File: src/rtl/srng_pkg.sv
package srng_pkg;
  localparam int DATA_W    = 32;
  localparam int ADDR_W    = 9;
  localparam int NUM_WORDS = 5;
  localparam int IDX_W     = $clog2(NUM_WORDS);

  localparam logic [ADDR_W-1:0] CTRL_ADDR = 9'h000;
  localparam logic [ADDR_W-1:0] STAT_ADDR = 9'h010;
  localparam logic [ADDR_W-1:0] SEED_BASE = 9'h140;
  localparam logic [ADDR_W-1:0] OUT_BASE  = 9'h160;

  localparam int CTRL_SEL_BIT = 3;
  localparam int CTRL_GO_BIT  = 4;

  localparam int ST_READY  = 0;
  localparam int ST_SEEDED = 1;
  localparam int ST_BUSY   = 2;
  localparam int ST_PART   = 3;
  localparam int ST_MSG    = 4;
  localparam int ST_DONE   = 5;
  localparam int ST_ERR    = 7;

  localparam logic [DATA_W-1:0] ZERO_SEED_SUB = 32'h6D2B_79F5;
  localparam logic [DATA_W-1:0] GO_MASK = DATA_W'(1) << CTRL_GO_BIT;

  typedef struct packed {
    logic [NUM_WORDS-1:0] seedWr;
    logic                 loadSeed;
    logic                 step;
    logic                 commit;
    logic [IDX_W-1:0]     stepIdx;
  } engStrobe_t;

  function automatic logic [DATA_W-1:0] xorshiftStep(input logic [DATA_W-1:0] x);
    logic [DATA_W-1:0] t;
    t = x ^ (x << 13);
    t = t ^ (t >> 17);
    t = t ^ (t << 5);
    return t;
  endfunction

  function automatic logic [DATA_W-1:0] rotl(input logic [DATA_W-1:0] x, input int sh);
    if (sh == 0) return x;
    return (x << sh) | (x >> (DATA_W - sh));
  endfunction
endpackage

File: src/rtl/srng_ctrl.sv
module srng_ctrl
  import srng_pkg::*;
(
  input  logic              clk,
  input  logic              rstN,
  input  logic              wrEn,
  input  logic [ADDR_W-1:0] addr,
  input  logic [DATA_W-1:0] wdata,
  output logic [DATA_W-1:0] ctrlWord,
  output logic [DATA_W-1:0] statusWord,
  output engStrobe_t        strobe
);
  logic [DATA_W-1:0]    ctrlReg;
  logic [NUM_WORDS-1:0] seedMask;
  logic [NUM_WORDS-1:0] seedHit;
  logic                 busy;
  logic [IDX_W-1:0]     stepCnt;
  logic                 loaded;
  logic                 doneFlag;
  logic                 msgFlag;
  logic                 partFlag;
  logic                 ctrlWr;
  logic                 statWr;
  logic                 seedDone;
  logic                 goNow;
  logic                 lastStep;

  assign ctrlWr   = wrEn && (addr == CTRL_ADDR);
  assign statWr   = wrEn && (addr == STAT_ADDR);
  assign seedDone = &seedMask;
  assign goNow    = ctrlWr && wdata[CTRL_GO_BIT] && wdata[CTRL_SEL_BIT] && seedDone && !busy;
  assign lastStep = busy && (stepCnt == IDX_W'(NUM_WORDS - 1));

  for (genvar n = 0; n < NUM_WORDS; n++) begin : g_seedDec
    assign seedHit[n] = wrEn && (addr == SEED_BASE + ADDR_W'(4 * n));
  end

  always_ff @(posedge clk or negedge rstN) begin
    if (!rstN) begin
      ctrlReg  <= '0;
      seedMask <= '0;
      busy     <= 1'b0;
      stepCnt  <= '0;
      loaded   <= 1'b0;
      doneFlag <= 1'b0;
      msgFlag  <= 1'b0;
      partFlag <= 1'b0;
    end else begin
      if (ctrlWr) ctrlReg <= wdata & ~GO_MASK;
      seedMask <= seedMask | seedHit;
      if (goNow) begin
        busy    <= 1'b1;
        stepCnt <= '0;
        loaded  <= 1'b1;
      end else if (busy) begin
        if (lastStep) busy <= 1'b0;
        else          stepCnt <= stepCnt + 1'b1;
      end
      if (statWr) begin
        partFlag <= wdata[ST_PART];
        msgFlag  <= wdata[ST_MSG];
        doneFlag <= wdata[ST_DONE];
      end
      if (lastStep) doneFlag <= 1'b1;
    end
  end

  always_comb begin
    statusWord            = '0;
    statusWord[ST_READY]  = 1'b1;
    statusWord[ST_SEEDED] = seedDone;
    statusWord[ST_BUSY]   = busy;
    statusWord[ST_PART]   = partFlag;
    statusWord[ST_MSG]    = msgFlag;
    statusWord[ST_DONE]   = doneFlag;
    statusWord[ST_ERR]    = 1'b0;
  end

  assign ctrlWord        = ctrlReg;
  assign strobe.seedWr   = seedHit;
  assign strobe.loadSeed = goNow && !loaded;
  assign strobe.step     = busy;
  assign strobe.commit   = lastStep;
  assign strobe.stepIdx  = stepCnt;

  // slot marks never drop once set
  assert_mask_sticky_R2: assert property (@(posedge clk) disable iff (!rstN)
    1'b1 |=> ((seedMask & $past(seedMask)) == $past(seedMask)));

  // a run only begins after full seeding
  assert_seed_gate_R4: assert property (@(posedge clk) disable iff (!rstN)
    $rose(busy) |-> $past(seedDone));

  // the final step always ends the run
  assert_busy_ends_R5: assert property (@(posedge clk) disable iff (!rstN)
    lastStep |=> !busy);

  // the done flag is up when busy drops
  assert_done_at_end_R6: assert property (@(posedge clk) disable iff (!rstN)
    $fell(busy) |-> doneFlag);
endmodule

File: src/rtl/srng_datapath.sv
module srng_datapath
  import srng_pkg::*;
(
  input  logic              clk,
  input  logic              rstN,
  input  engStrobe_t        strobe,
  input  logic              rdEn,
  input  logic [ADDR_W-1:0] addr,
  input  logic [DATA_W-1:0] wdata,
  input  logic [DATA_W-1:0] ctrlWord,
  input  logic [DATA_W-1:0] statusWord,
  output logic [DATA_W-1:0] rdata
);
  logic [NUM_WORDS-1:0][DATA_W-1:0] seedRegs;
  logic [NUM_WORDS-2:0][DATA_W-1:0] pendWords;
  logic [NUM_WORDS-1:0][DATA_W-1:0] outWords;
  logic [DATA_W-1:0]                engState;
  logic [DATA_W-1:0]                nextState;
  logic [DATA_W-1:0]                seedMix;
  logic [DATA_W-1:0]                readVal;

  assign nextState = xorshiftStep(engState);

  always_comb begin
    seedMix = '0;
    for (int n = 0; n < NUM_WORDS; n++) seedMix = seedMix ^ rotl(seedRegs[n], n);
  end

  for (genvar n = 0; n < NUM_WORDS; n++) begin : g_seedReg
    always_ff @(posedge clk or negedge rstN) begin
      if (!rstN)                seedRegs[n] <= '0;
      else if (strobe.seedWr[n]) seedRegs[n] <= wdata;
    end
  end

  always_ff @(posedge clk or negedge rstN) begin
    if (!rstN) begin
      engState  <= '0;
      pendWords <= '0;
      outWords  <= '0;
    end else begin
      if (strobe.loadSeed)  engState <= (seedMix == '0) ? ZERO_SEED_SUB : seedMix;
      else if (strobe.step) engState <= nextState;
      if (strobe.step && !strobe.commit) begin
        for (int k = 0; k < NUM_WORDS - 1; k++)
          if (strobe.stepIdx == IDX_W'(k)) pendWords[k] <= nextState;
      end
      if (strobe.commit) begin
        for (int k = 0; k < NUM_WORDS - 1; k++) outWords[k] <= pendWords[k];
        outWords[NUM_WORDS-1] <= nextState;
      end
    end
  end

  always_comb begin
    readVal = '0;
    if (addr == CTRL_ADDR) readVal = ctrlWord;
    if (addr == STAT_ADDR) readVal = statusWord;
    for (int n = 0; n < NUM_WORDS; n++)
      if (addr == OUT_BASE + ADDR_W'(4 * n)) readVal = outWords[n];
  end

  always_ff @(posedge clk or negedge rstN) begin
    if (!rstN)     rdata <= '0;
    else if (rdEn) rdata <= readVal;
    else           rdata <= '0;
  end

  // the engine never steps from an all-zero state
  assert_state_nonzero_R10: assert property (@(posedge clk) disable iff (!rstN)
    strobe.step |-> (engState != '0));

  // visible output words hold while the run is in progress
  assert_out_hold_R5: assert property (@(posedge clk) disable iff (!rstN)
    (strobe.step && !strobe.commit) |=> $stable(outWords));

  // commit only happens as part of a stepping cycle
  assert_commit_in_run_R6: assert property (@(posedge clk) disable iff (!rstN)
    strobe.commit |-> strobe.step);
endmodule

File: src/rtl/seeded_rng_regs.sv
module seeded_rng_regs
  import srng_pkg::*;
(
  input  logic              clk,
  input  logic              rstN,
  input  logic              busValid,
  input  logic              busWrite,
  input  logic [ADDR_W-1:0] busAddr,
  input  logic [DATA_W-1:0] busWdata,
  output logic [DATA_W-1:0] busRdata
);
  engStrobe_t        strobe;
  logic [DATA_W-1:0] ctrlWord;
  logic [DATA_W-1:0] statusWord;
  logic              wrEn;
  logic              rdEn;

  assign wrEn = busValid && busWrite;
  assign rdEn = busValid && !busWrite;

  srng_ctrl u_ctrl (
    .clk        (clk),
    .rstN       (rstN),
    .wrEn       (wrEn),
    .addr       (busAddr),
    .wdata      (busWdata),
    .ctrlWord   (ctrlWord),
    .statusWord (statusWord),
    .strobe     (strobe)
  );

  srng_datapath u_datapath (
    .clk        (clk),
    .rstN       (rstN),
    .strobe     (strobe),
    .rdEn       (rdEn),
    .addr       (busAddr),
    .wdata      (busWdata),
    .ctrlWord   (ctrlWord),
    .statusWord (statusWord),
    .rdata      (busRdata)
  );
endmodule

File: config.mk
export PLATFORM = sky130hd
export DESIGN_NAME = seeded_rng_regs
export DESIGN_NICKNAME = d
export VERILOG_FILES = /design/src/rtl/srng_pkg.sv /design/src/rtl/srng_ctrl.sv /design/src/rtl/srng_datapath.sv /design/src/rtl/seeded_rng_regs.sv
export SDC_FILE = /design/constraint.sdc
export NUM_CORES = 1
export LEC_CHECK = 0
export ABC_AREA = 1
export BUFFER_PORTS_ARGS = -buffer_cell sky130_fd_sc_hd__clkbuf_2
export CAP_MARGIN = 20
export CELL_PAD_IN_SITES_DETAIL_PLACEMENT = 1
export CELL_PAD_IN_SITES_GLOBAL_PLACEMENT = 1
export CORE_MARGIN = 2
export CORE_UTILIZATION = 25
export DETAILED_ROUTE_END_ITERATION = 7
export GPL_TIMING_DRIVEN = 0
export MAX_ROUTING_LAYER = met4
export PLACE_DENSITY_LB_ADDON = 0.25
export SYNTH_ARGS = -nofsm -noshare
export SYNTH_HDL_FRONTEND = slang
export SYNTH_HIERARCHICAL = 1
export SYNTH_SLANG_ARGS = --single-unit
export TNS_END_PERCENT = 100
File: constraint.sdc
create_clock -name clk -period 7.1 [get_ports clk]
set_input_delay 0.355 -clock clk [delete_from_list [all_inputs] [get_ports clk]]
set_output_delay 0.355 -clock clk [all_outputs]
set_load 0.1 [all_outputs]
# == After elaboration in Yosys (flattened, before gate mapping) ==
# Cells that the tools add are included.
# Widths: inputs -> output; s select.
# classes
n_addsub,1
n_eq_ne,16
n_mux,19
n_bitwise,12
n_reduce_logical,32
# op_table
op,n
$mux 32,11
$xor 32x32->32,6
$eq 9x9->1 const B,10
$logic_not 32->1,1
$or 32x1->32,1
$or 32x2->32,1
$or 32x3->32,1
$or 32x4->32,1
$xor 32x15->32,1
$logic_and 1x1->1,16
$reduce_and 2->1,5
$eq 9x5->1 const B,1
$logic_not 9->1,1
$mux 3,3
$eq 3x2->1 const B,2
$reduce_bool 2->1,3
$mux 1,5
$or 5x5->5,1
$reduce_and 5->1,1
$logic_not 1->1,4
$add 3x1->3 const B,1
$eq 3x1->1 const B,1
$eq 3x3->1 const B,1
$logic_not 3->1,1
$ne 2x1->1 const B,1
# word_totals
reg_bits,556
inputBits,45
out_inout_bits,32
word_cells,104

# == Depth between registers and ports, before layout ==
# Gate-level depths: netlist of the first run.
# logic_depth
depth_word,9
mapped_depth,16
depth_no_buf,15

# == Cells and area by module ==
# Netlist of the first run, hierarchy kept.
# modules_own_cells
mod,n_inst,cells_per_inst,area_each_um2,seq_area_each_um2
srng_datapath,1,2790,23821.6,12812.3
srng_ctrl,1,249,2193.4,1101.1
seeded_rng_regs,1,4,17.5,0.0

# == Least setup slack after synthesis of the first run ==
# Ideal clock, no wire load.
# synth_path
kind,register to register
startpoint,register u_ctrl.stepCnt[0]
endpoint,register u_datapath/pendWords[78] (netlist name)
setup_ps,134
arrival_time_ps,2183
required_time_ps,6966
path_slack_ps,4783
path_stages_with_launch,15
n_path_buf,4
synth_period_minus_slack_ps,2317
path_cell_list,dfrtp_1 -> inv_1 -> ha_1 -> nand2_1 -> nor2_1 -> buf_4 -> buf_2 -> nor2_1 -> inv_2 -> nor4_4 -> inv_2 -> buf_2 -> buf_2 -> nand2_1 -> o21ai_0
# synth_between
elab_chain_len,5
word_cells_on_any_way,6
classes_between,eq/ne: 2; reduce/logical: 4
# synth_rtl
element,line_no,text
"start, declared",srng_ctrl.sv:17,logic [IDX_W-1:0] stepCnt;
"start signal, assigned",srng_ctrl.sv:57,else stepCnt <= stepCnt + 1'b1;
$eq 3x3->1,srng_ctrl.sv:32,assign lastStep = busy && (stepCnt == IDX_W'(NUM_WORDS - 1));
$logic_and 1x1->1,srng_ctrl.sv:32,
named net u_ctrl.lastStep,srng_ctrl.sv:26,logic lastStep;
$logic_not 1->1,srng_datapath.sv:44,if (strobe.step && !strobe.commit) begin
$logic_and 1x1->1,srng_datapath.sv:44,
$reduce_and 2->1 (no source line),-,
"end signal, assigned by index",srng_datapath.sv:46,if (strobe.stepIdx == IDX_W'(k)) pendWords[k] <= nextState;
"end, declared",srng_datapath.sv:15,logic [NUM_WORDS-2:0][DATA_W-1:0] pendWords;
# The timed path passes the listed nets, and every way through them passes these cells.
# A chain may end at the register's enable or synchronous reset.

# == Worst setup path after layout of the first run ==
# layout_path
startpoint,register u_ctrl.stepCnt[0]
endpoint,register u_datapath/outWords[29] (netlist name)
# layout_between
elab_chain_len,2
# layout_rtl
element,line_no,text
$eq 3x3->1,srng_ctrl.sv:32,
$logic_and 1x1->1,srng_ctrl.sv:32,
named net u_ctrl.lastStep,srng_ctrl.sv:26,
"end signal, assigned by index",srng_datapath.sv:50,outWords[NUM_WORDS-1] <= nextState;
"end, declared",srng_datapath.sv:16,logic [NUM_WORDS-1:0][DATA_W-1:0] outWords;
# The timed path passes the listed nets, and every way through them passes these cells.

==> results.cfg, run 1 <==
[outcome]
outcome = finished, final reports clean

[setup_path]
critPathSlowestCell = clkbuf_1
required_ns = 7.61
crit_fanout = 10
r2r_end = u_datapath/outWords[29]$_DFFE_PN0P_
crit_path_end_kind = flip-flop
r2r_start = u_ctrl/stepCnt[0]$_DFFE_PN0P_
ff2ff_setup_slack_ns = 3.76
cp-endpoint = u_datapath/outWords[29]$_DFFE_PN0P_
crit_start = u_ctrl/stepCnt[0]$_DFFE_PN0P_
worst_r2r_path_depth = 11
path_cells = inv_1, ha_1, nand2_1, nor2_1, buf_4, buf_2, clkbuf_1, clkbuf_1, clkbuf_1, nand2_1, o21ai_0
critPathLaunchType = flip-flop
arrival_ns = 3.84
critPathKind = flip-flop to flip-flop
cp_common_cell = clkbuf_1
max_stage_delay_ns = 0.60

[route]
wl_met1_mm = 41.46
highest_layer = met4
ant_nets = 0
drtIter0Drc = 959
viasPerCell = 4.335
vias = 20150
route.met2.wl_mm = 39.99
wl_per_cell_um = 18.39
wl_mm = 85.47
dr.pass1.iters = 5
met3_length_mm = 2.348
drc = 0

[synth]
yosys.area_share.simple_pct = 20.33
synthDistinctLibCells = 44
synth.most_common_cell = nand2_1
synthCells = 3043
async_reset_ff_share_pct = 100.0
synth_enable_flop_cells = 0
synth_top_cell_by_area = dfrtp_1
synth.area.mux_share_pct = 2.768
syn_area_per_cell_um2 = 8.555
synth_xor_area_share_pct = 3.960
synth_area_leaders = dfrtp_1 (53%), nand2_1 (16%), o21ai_0 (6.8%)
yosysWarnings = 6
ys_seq_area_share_pct = 53.45
synth_compound_gate_area_share_pct = 11.06
ys_seq_elements = 556
synthTopCellsByCount = nand2_1 (1,099), dfrtp_1 (556), o21ai_0 (355)
synth_area_um2 = 26030
synth_fa_ha_area_share_pct = 0.09613
synthFlopType = dfrtp_1
synth_top_family_by_area = simple AND/OR/NAND/NOR gates
yosysTopAreaCellShare_pct = 53.45

[layout]
fin_util_pct = 29.53
drive_above_1_share_pct = 12.09
syn_to_final_growth_pct = 17.24
fin_nets = 3268
instances_no_fill = 4648

[power_and_ir_drop]
power.leakage_nw = 15.39
irDropWorstVdd_v = 0.0001288
power_density_nw_per_um2 = 223.3

[timing]
period_share_pct = 46.98
max_clock_freq_ghz = 0.2998
finClkSkew_ns = 0.02175
rsz0062_at_grt = false
tns_ns = 0
worst_slew_pin_slew_ns = 0.9790
fin_crit_ns = 3.335
final-hold-violation-count = 0
setup_viol = 0
drv_slew = 0
max-slew-margin-rel_pct = 34.51

[global_route]
grt_pass1_wl_mm = 132.9
gr-total-overflow = 0
grt_pass1_vias = 21270
antenna_found_initial = 2
grt_max_degree = 107
track_usage_pct = 16.80

[clocking]
cts_setup_buffers = 0
clk_pin_slew_ns = 0.06
cts_tree = done
cts_buffers = 67
insertion_delay_ns = 0.61
cts_sinks = 556
cts_resized = 0
cts.path.max_buffers = 3
h-tree-depth = 3
cts-root-buf = clkbuf_16

[placed_design]
hpwl_mm = 63.59
dp_cells = 4531
place.gp.congestion = 0.8043
io_buffers = 76

[floorplanning]
die_x_um = 326.7
io_pins = 77
start_util_pct = 25.19
row_count = 118
core_region_area_um2 = 103300
die_area_um2 = 106700
die_h_um = 326.7

[worst_hold_path]
hold-path-cell-count = 3
holdCritPathClass = input port to flip-flop

[flow_run]
maxCapViolations = 0
cells in the final DEF, fill, tap and decap left out, types with 32 or more instances in the layout:
master / instances
a21oi_1: 70
buf_4: 41
clkbuf_1: 101
clkbuf_16: 67
clkbuf_2: 75
dfrtp_1: 556
inv_1: 303
mux2_2: 64
nand2_1: 1099
nand3_1: 112
nor2_1: 39
o21ai_0: 355
o21ai_1: 51
o21bai_1: 32
xnor2_1: 36
xor2_1: 32
sequential cells by signal (all words and copies together), names as in the netlist:
name,cells
u_datapath/outWords,160
u_datapath/seedRegs,160
u_datapath/pendWords,128
u_datapath/engState,32
u_datapath/rdata,32
u_ctrl/ctrlWord,31
u_ctrl/seedMask,5
u_ctrl/stepCnt,3
u_ctrl/busy,1
u_ctrl/doneFlag,1
u_ctrl/loaded,1
u_ctrl/msgFlag,1
u_ctrl/partFlag,1
area by class of cell:
class | count | area (µm²)
sequential | 556 | 13910
clock inverter | 15 | 167.7
timing repair buffer | 83 | 564.3
fill | 12330 | 72830
multi-input combinational | 2024 | 10050
antenna | 2 | 5.005
clock buffer | 99 | 1927
tap | 1380 | 1727
buffer | 174 | 975.9
inverter | 315 | 1187
how the worst min path moves through the flow:
| stage | endpoint | start | slack [ns] |
|---|---|---|---|
| 6_report | u_ctrl/ctrlWord[11]$_DFFE_PN0N_ | busWdata[11] | 0.07 |
| 3_3_place_gp | u_ctrl/loaded$_DFFE_PN0P_ | u_ctrl/loaded$_DFFE_PN0P_ | 0.45 |
| 2_1_floorplan | u_ctrl/busy$_DFF_PN0_ | rstN | 0.06 |
| 3_5_place_dp | u_datapath/seedRegs[84]$_DFFE_PN0P_ | rstN | 0.34 |
| 4_1_cts | u_ctrl/ctrlWord[11]$_DFFE_PN0N_ | busWdata[11] | 0.02 |
| 5_1_grt | u_ctrl/ctrlWord[11]$_DFFE_PN0N_ | busWdata[11] | 0.07 |
layer usage:
| metal | up-vias | GRT usage, % |
|---|---|---|
| li1 | 9883 | - |
| met1 | 9913 | 22.70 |
| met2 | 246 | 26.81 |
| met3 | 108 | 2.174 |
| met4 | 0 | 3.799 |
| met5 | - | - |
worst max-delay path, delay by kind of cell (launching register included):
kind,cells,cell delay (ns)
adders and majority gates,1,0.17
DFF,1,0.49
and+or+nand+nor,3,0.32
buffers and inverters,6,2.13
AOI/OAI and AO/OA,1,0.11
kinds of logic (layout without fill, tap and decap cells):
logic type	count (synthesis)	in the layout
and+or+nand+nor	1296	1296
DFF	556	556
AOI/OAI and AO/OA	542	542
buffers and inverters	489	686
xor gates and xnor gates	92	92
muxes	64	64
adders and majority gates	2	2
other	2	30
stage by stage:
step,hold slack (ns),power (W),setup WS (ns),instance area [µm²]
2_1_floorplan,0.05941,0.003368,4.783,26130
3_3_place_gp,0.4482,0.003507,-8.706,28240
3_5_place_dp,0.3364,0.003517,3.632,28410
4_1_cts,0.02120,0.006941,3.630,30520
5_1_grt,0.07312,0.007089,3.430,30520
6_report,0.07082,0.006814,3.765,30520
where the power goes:
part / total (W) / internal (W) / leakage, nW / switching (W)
clock: 0.00336 / 0.00198 / 1.03 / 0.00138
combinational: 0.000245 / 0.0000708 / 7.88 / 0.000174
sequential: 0.00321 / 0.00319 / 6.49 / 0.0000140
total: 0.00681 / 0.00525 / 15.4 / 0.00157
timing repair:
item,4_1_cts,5_1_grt
endpoints found under the setup margin,0,0
endpoints found under the hold margin,42,0
hold buffers,1,0
Note: power is estimated with default switching activity, not from simulation.
==> run 2: changes to the inputs <==
Clock period 7.1 ns to 2.8 ns, I/O delays scaled along.
==> results.cfg, run 2 (synthesis gave the netlist of run 1 again) <==
[outcome]
outcome = finished, final reports clean

[setup_path]
worst_r2r_path_depth = 14
critPathKind = flip-flop to flip-flop
crit_fanout = 10
crit_path_end_kind = flip-flop
r2r_start = u_ctrl/stepCnt[1]$_DFFE_PN0P_
ff2ff_setup_slack_ns = 0.18
critPathLaunchType = flip-flop
r2r_end = u_datapath/pendWords[78]$_DFFE_PN0P_
required_ns = 3.24
arrival_ns = 3.06

[layout]
fill_cells = 12310
drive_above_1_share_pct = 12.61
fin_util_pct = 30.03
syn_to_final_growth_pct = 19.23
fin_nets = 3316
final_common_cell = nand2_1
reg_top3 = u_datapath/outWords x160, u_datapath/seedRegs x160, u_datapath/pendWords x128
final_cell_mix = nand2_1 (1,099), dfrtp_1 (555), o21ai_0 (355)

[placed_design]
place_ws_ns = -0.6683
hpwl_mm = 63.59
place.gp.congestion = 0.8043
io_buffers = 76

[floorplanning]
row_count = 118
die_area_um2 = 106700
core_region_area_um2 = 103300
die_x_um = 326.7
die_h_um = 326.7
io_pins = 77
start_util_pct = 25.19

[power_and_ir_drop]
power_density_nw_per_um2 = 558.0
power.leakage_nw = 15.65
irDropWorstVdd_v = 0.0003249

[clocking]
cts_tree = done
h-tree-depth = 3
cts_buffers = 67
cts_sinks = 556
insertion_delay_ns = 0.61
clk_pin_slew_ns = 0.06
cts-root-buf = clkbuf_16
cts.path.max_buffers = 3

[route]
drtIter0Drc = 1003
drc = 0
dr.pass1.iters = 5
vias = 20380
ant_nets = 0
wl_mm = 85.82
viasPerCell = 4.338
wl_per_cell_um = 18.27

[global_route]
grt_pass1_vias = 21500
track_usage_pct = 16.87
gr-total-overflow = 0
antenna_found_initial = 2
grt_max_degree = 107
grt_pass1_wl_mm = 133.6

[timing]
tns_ns = 0
setup_viol = 0
finClkSkew_ns = 0.02287
worst_slew_pin_slew_ns = 1.048
max-slew-margin-rel_pct = 29.91
fin_crit_ns = 2.615
max_clock_freq_ghz = 0.3824
drv_slew = 0
rsz0062_at_grt = false
final-hold-violation-count = 0
period_share_pct = 93.40
worst_slack_ns = 0.1847

[worst_hold_path]
hold_path_end = u_datapath/rdata[0]$_DFF_PN0_
holdCritPathClass = input port to flip-flop
worstHoldStart = busWrite
hold-path-cell-count = 5

[flow_run]
maxCapViolations = 0
-- run 2: cell type report --
type | count | area (µm²) | area share [%]
repair buffers | 132 | 1050 | 3.382
plain buffers | 173 | 997.2 | 3.213
diodes | 3 | 7.507 | 0.02419
clock buffers | 99 | 1927 | 6.208
flip-flops and latches | 556 | 13910 | 44.83
inverters | 315 | 1187 | 3.825
clock inverters | 15 | 167.7 | 0.5401
multi-input cells | 2024 | 10060 | 32.42
well taps | 1380 | 1727 | 5.563
-- run 2: stage by stage --
stage                     area [µm²]  total power [W]  instances  hold WS (ns)
final                          31040          0.01732       4697       0.03342
after global routing           31040          0.01803       4696       0.04475
after CTS                      30980          0.01765       4691      0.009838
after detailed placement       28410         0.008919       4531        0.1214
after global placement         28240         0.008893       4525        0.4482
after floorplan                26130         0.008539       3069       -0.1556
-- run 2: layer usage --
layer / up-vias / share of wire [%] / GRT usage [%]
met4: 0 / 2.0 / 3.939
met1: 10040 / 48 / 22.78
li1: 9988 / - / -
met5: - / 0 / -
met2: 244 / 47 / 26.95
met3: 106 / 2.8 / 2.113
-- run 2: worst max-delay path by stage --
stage,from,endpoint,slack [ns]
global placement,rstN,u_datapath/outWords[101]$_DFFE_PN0P_,-12.79
detailed placement,u_ctrl/stepCnt[0]$_DFFE_PN0P_,u_datapath/outWords[28]$_DFFE_PN0P_,-0.67
floorplan,u_ctrl/stepCnt[0]$_DFFE_PN0P_,u_datapath/pendWords[78]$_DFFE_PN0P_,0.48
CTS,u_ctrl/stepCnt[1]$_DFFE_PN0P_,u_datapath/pendWords[59]$_DFFE_PN0P_,0.0009
global route,busAddr[8],u_datapath/seedRegs[64]$_DFFE_PN0P_,0.004
finish,u_ctrl/stepCnt[1]$_DFFE_PN0P_,u_datapath/pendWords[78]$_DFFE_PN0P_,0.18
-- run 2: critical path: stages (launching register included) --
cell and delay (ns):
dfrtp_1 0.53, inv_1 0.08, ha_1 0.20, nand2_1 0.07
nor2_1 0.07, buf_4 0.20, nor2_1 0.15, inv_2 0.11
nor4_4 0.23, buf_4 0.21, inv_2 0.05, buf_2 0.18
buf_2 0.21, nand2_1 0.08, o21ai_0 0.09
-- run 2: power breakdown --
group / total, W / internal, W / switching [W]
clock network: 0.00852 / 0.00503 / 0.00349
logic: 0.000670 / 0.000217 / 0.000453
registers: 0.00813 / 0.00810 / 0.0000354
-- run 2: what timing repair did --
item / in CTS / in global routing
endpoints found under the setup margin: 281 / 85
hold endpoints to repair: 385 / 0
pin swaps: 2 / 2
cloned: 0 / 0
setup buffers: 4 / 3
gates resized for setup: 13 / 11
hold buffers: 43 / 0
==> run 3: changes to the inputs <==
Settings changed: BUFFER_PORTS_ARGS -buffer_cell sky130_fd_sc_hd__clkbuf_2 to default, DONT_BUFFER_PORTS from default to 1.
==> results.cfg, run 3 (synthesis gave the netlist of run 1 again) <==
[clocking]
cts-root-buf = clkbuf_16
cts_sinks = 556
insertion_delay_ns = 0.63
clk_pin_slew_ns = 0.06
h-tree-depth = 3
cts_tree = done
cts_hold_buf = 59
cts_buffers = 66
cts.path.max_buffers = 3

[route]
viasPerCell = 4.357
wl_mm = 87.22
wl_per_cell_um = 18.81
vias = 20200
dr.pass1.iters = 5
drtIter0Drc = 1129
ant_nets = 0
drc = 0

[timing]
setup_viol = 0
hold_slack_ns = -0.7478
worst_slew_pin_slew_ns = 1.865
period_share_pct = 95.62
rsz0062_at_grt = true
fin_crit_ns = 2.677
max-slew-margin-rel_pct = -24.31
tns_ns = 0
worst_slack_ns = 0.1226
max_clock_freq_ghz = 0.3735
drv_slew = 238
final-hold-violation-count = 556
finClkSkew_ns = 0.02125

[floorplanning]
io_pins = 77
start_util_pct = 25.19
die_h_um = 326.7
die_area_um2 = 106700
row_count = 118
core_region_area_um2 = 103300
die_x_um = 326.7

[global_route]
track_usage_pct = 17.13
grt_max_degree = 557
gr-total-overflow = 0
antenna_found_initial = 5
grt_pass1_wl_mm = 135.6
grt_pass1_vias = 21550

[worst_hold_path]
holdCritPathClass = input port to async pin

[layout]
fill_cells = 12250
drive_above_1_share_pct = 10.42
syn_to_final_growth_pct = 17.87
fin_nets = 3250
post-route-cell-area_um2 = 30680
final_common_cell = nand2_1
final_cell_mix = nand2_1 (1,099), dfrtp_1 (554), o21ai_0 (355)
reg_top3 = u_datapath/outWords x160, u_datapath/seedRegs x160, u_datapath/pendWords x128

[flow_run]
maxCapViolations = 0

[placed_design]
place.gp.congestion = 0.7906
place_area_um2 = 27860
hpwl_mm = 62.54
place_ws_ns = -0.6854
io_buffers = 0

[setup_path]
critPathKind = flip-flop to flip-flop
crit_path_end_kind = flip-flop
required_ns = 3.32
arrival_ns = 3.20
critPathLaunchType = flip-flop
crit_fanout = 10

[power_and_ir_drop]
irDropWorstVdd_v = 0.0004128
power.leakage_nw = 15.30
p_total_w = 0.01720
power_density_nw_per_um2 = 560.7

[outcome]
outcome = finished with violations
violations = negative hold slack, max-slew violations
==> run 3: changes by cell type in the layout (fill, tap and decap cells not counted), sizes merged, moves of 2 or more <==
| cell | previous run | this run |
|---|---|---|
| buf | 103 | 98 |
| clkbuf | 257 | 182 |
| clkinv | 8 | 15 |
| dlygate4sd3 | 43 | 59 |
| inv | 318 | 316 |
==> run 3: final cells by class <==
type / instances / area (µm²) / area share (%)
sequential: 556 / 13920 / 45.35
buffer: 173 / 988.4 / 3.221
clock inverter: 18 / 185.2 / 0.6035
tap: 1380 / 1727 / 5.627
timing repair buffer: 67 / 650.6 / 2.120
clock buffer: 99 / 1958 / 6.382
multi-input combinational: 2024 / 10060 / 32.79
antenna: 4 / 10.01 / 0.03262
inverter: 315 / 1187 / 3.870
==> run 3: metal layers <==
metal | up-vias | GRT usage, % | wire (µm)
li1 | 9846 | - | -
met1 | 10060 | 23.20 | 42720
met5 | - | - | 0
met3 | 95 | 2.435 | 2230
met2 | 201 | 27.33 | 40820
met4 | 0 | 3.420 | 1453
==> run 3: worst paths after layout <==
kind / slack [ns] / startpoint / cells after the start / to
worst min-delay path: -0.75 / rstN / 0 / u_datapath/seedRegs[147]$_DFFE_PN0P_
worst max register to register: 0.12 / u_ctrl/busy$_DFF_PN0_ / 12 / u_datapath/engState[14]$_DFFE_PN0P_
worst min register to register: 0.47 / u_ctrl/loaded$_DFFE_PN0P_ / 2 / u_ctrl/loaded$_DFFE_PN0P_
max in group asynchronous: 2.10 / rstN / 0 / u_datapath/outWords[101]$_DFFE_PN0P_
min in group clk: 0.07 / busWrite / 6 / u_ctrl/doneFlag$_DFFE_PN0P_
worst max-delay path: 0.12 / u_ctrl/busy$_DFF_PN0_ / 12 / u_datapath/engState[14]$_DFFE_PN0P_
==> run 3: stage by stage <==
step | utilization [%] | cells
floorplan | - | 3069
global placement | 26.95 | 4449
detailed placement | 26.95 | 4449
CTS | 29.67 | 4633
global route | 29.69 | 4636
finish | 29.69 | 4636
==> run 3: where the power goes <==
part / switching, W / internal [W]
logic: 0.000265 / 0.000174
clock network: 0.00359 / 0.00504
registers: 0.0000436 / 0.00810
total: 0.00389 / 0.0133
==> run 3: critical path: stages, from the launching register on <==
cell,delay [ns]
dfrtp_1,0.41
inv_1,0.11
nand2_1,0.07
nor3_2,0.23
nand3_4,0.14
nor2_1,0.20
buf_2,0.29
inv_2,0.18
clkbuf_2,0.30
a21oi_1,0.32
nand2_1,0.15
nand2_1,0.11
nand2_1,0.05
==> run 3: timing repair <==
| item | CTS | global route |
|---|---|---|
| resized for setup | 11 | 6 |
| buffers inserted | 8 | 0 |
| endpoints found under the setup margin | 280 | 206 |
| pin swaps | 4 | 0 |
| endpoints found under the hold margin | 762 | 556 |
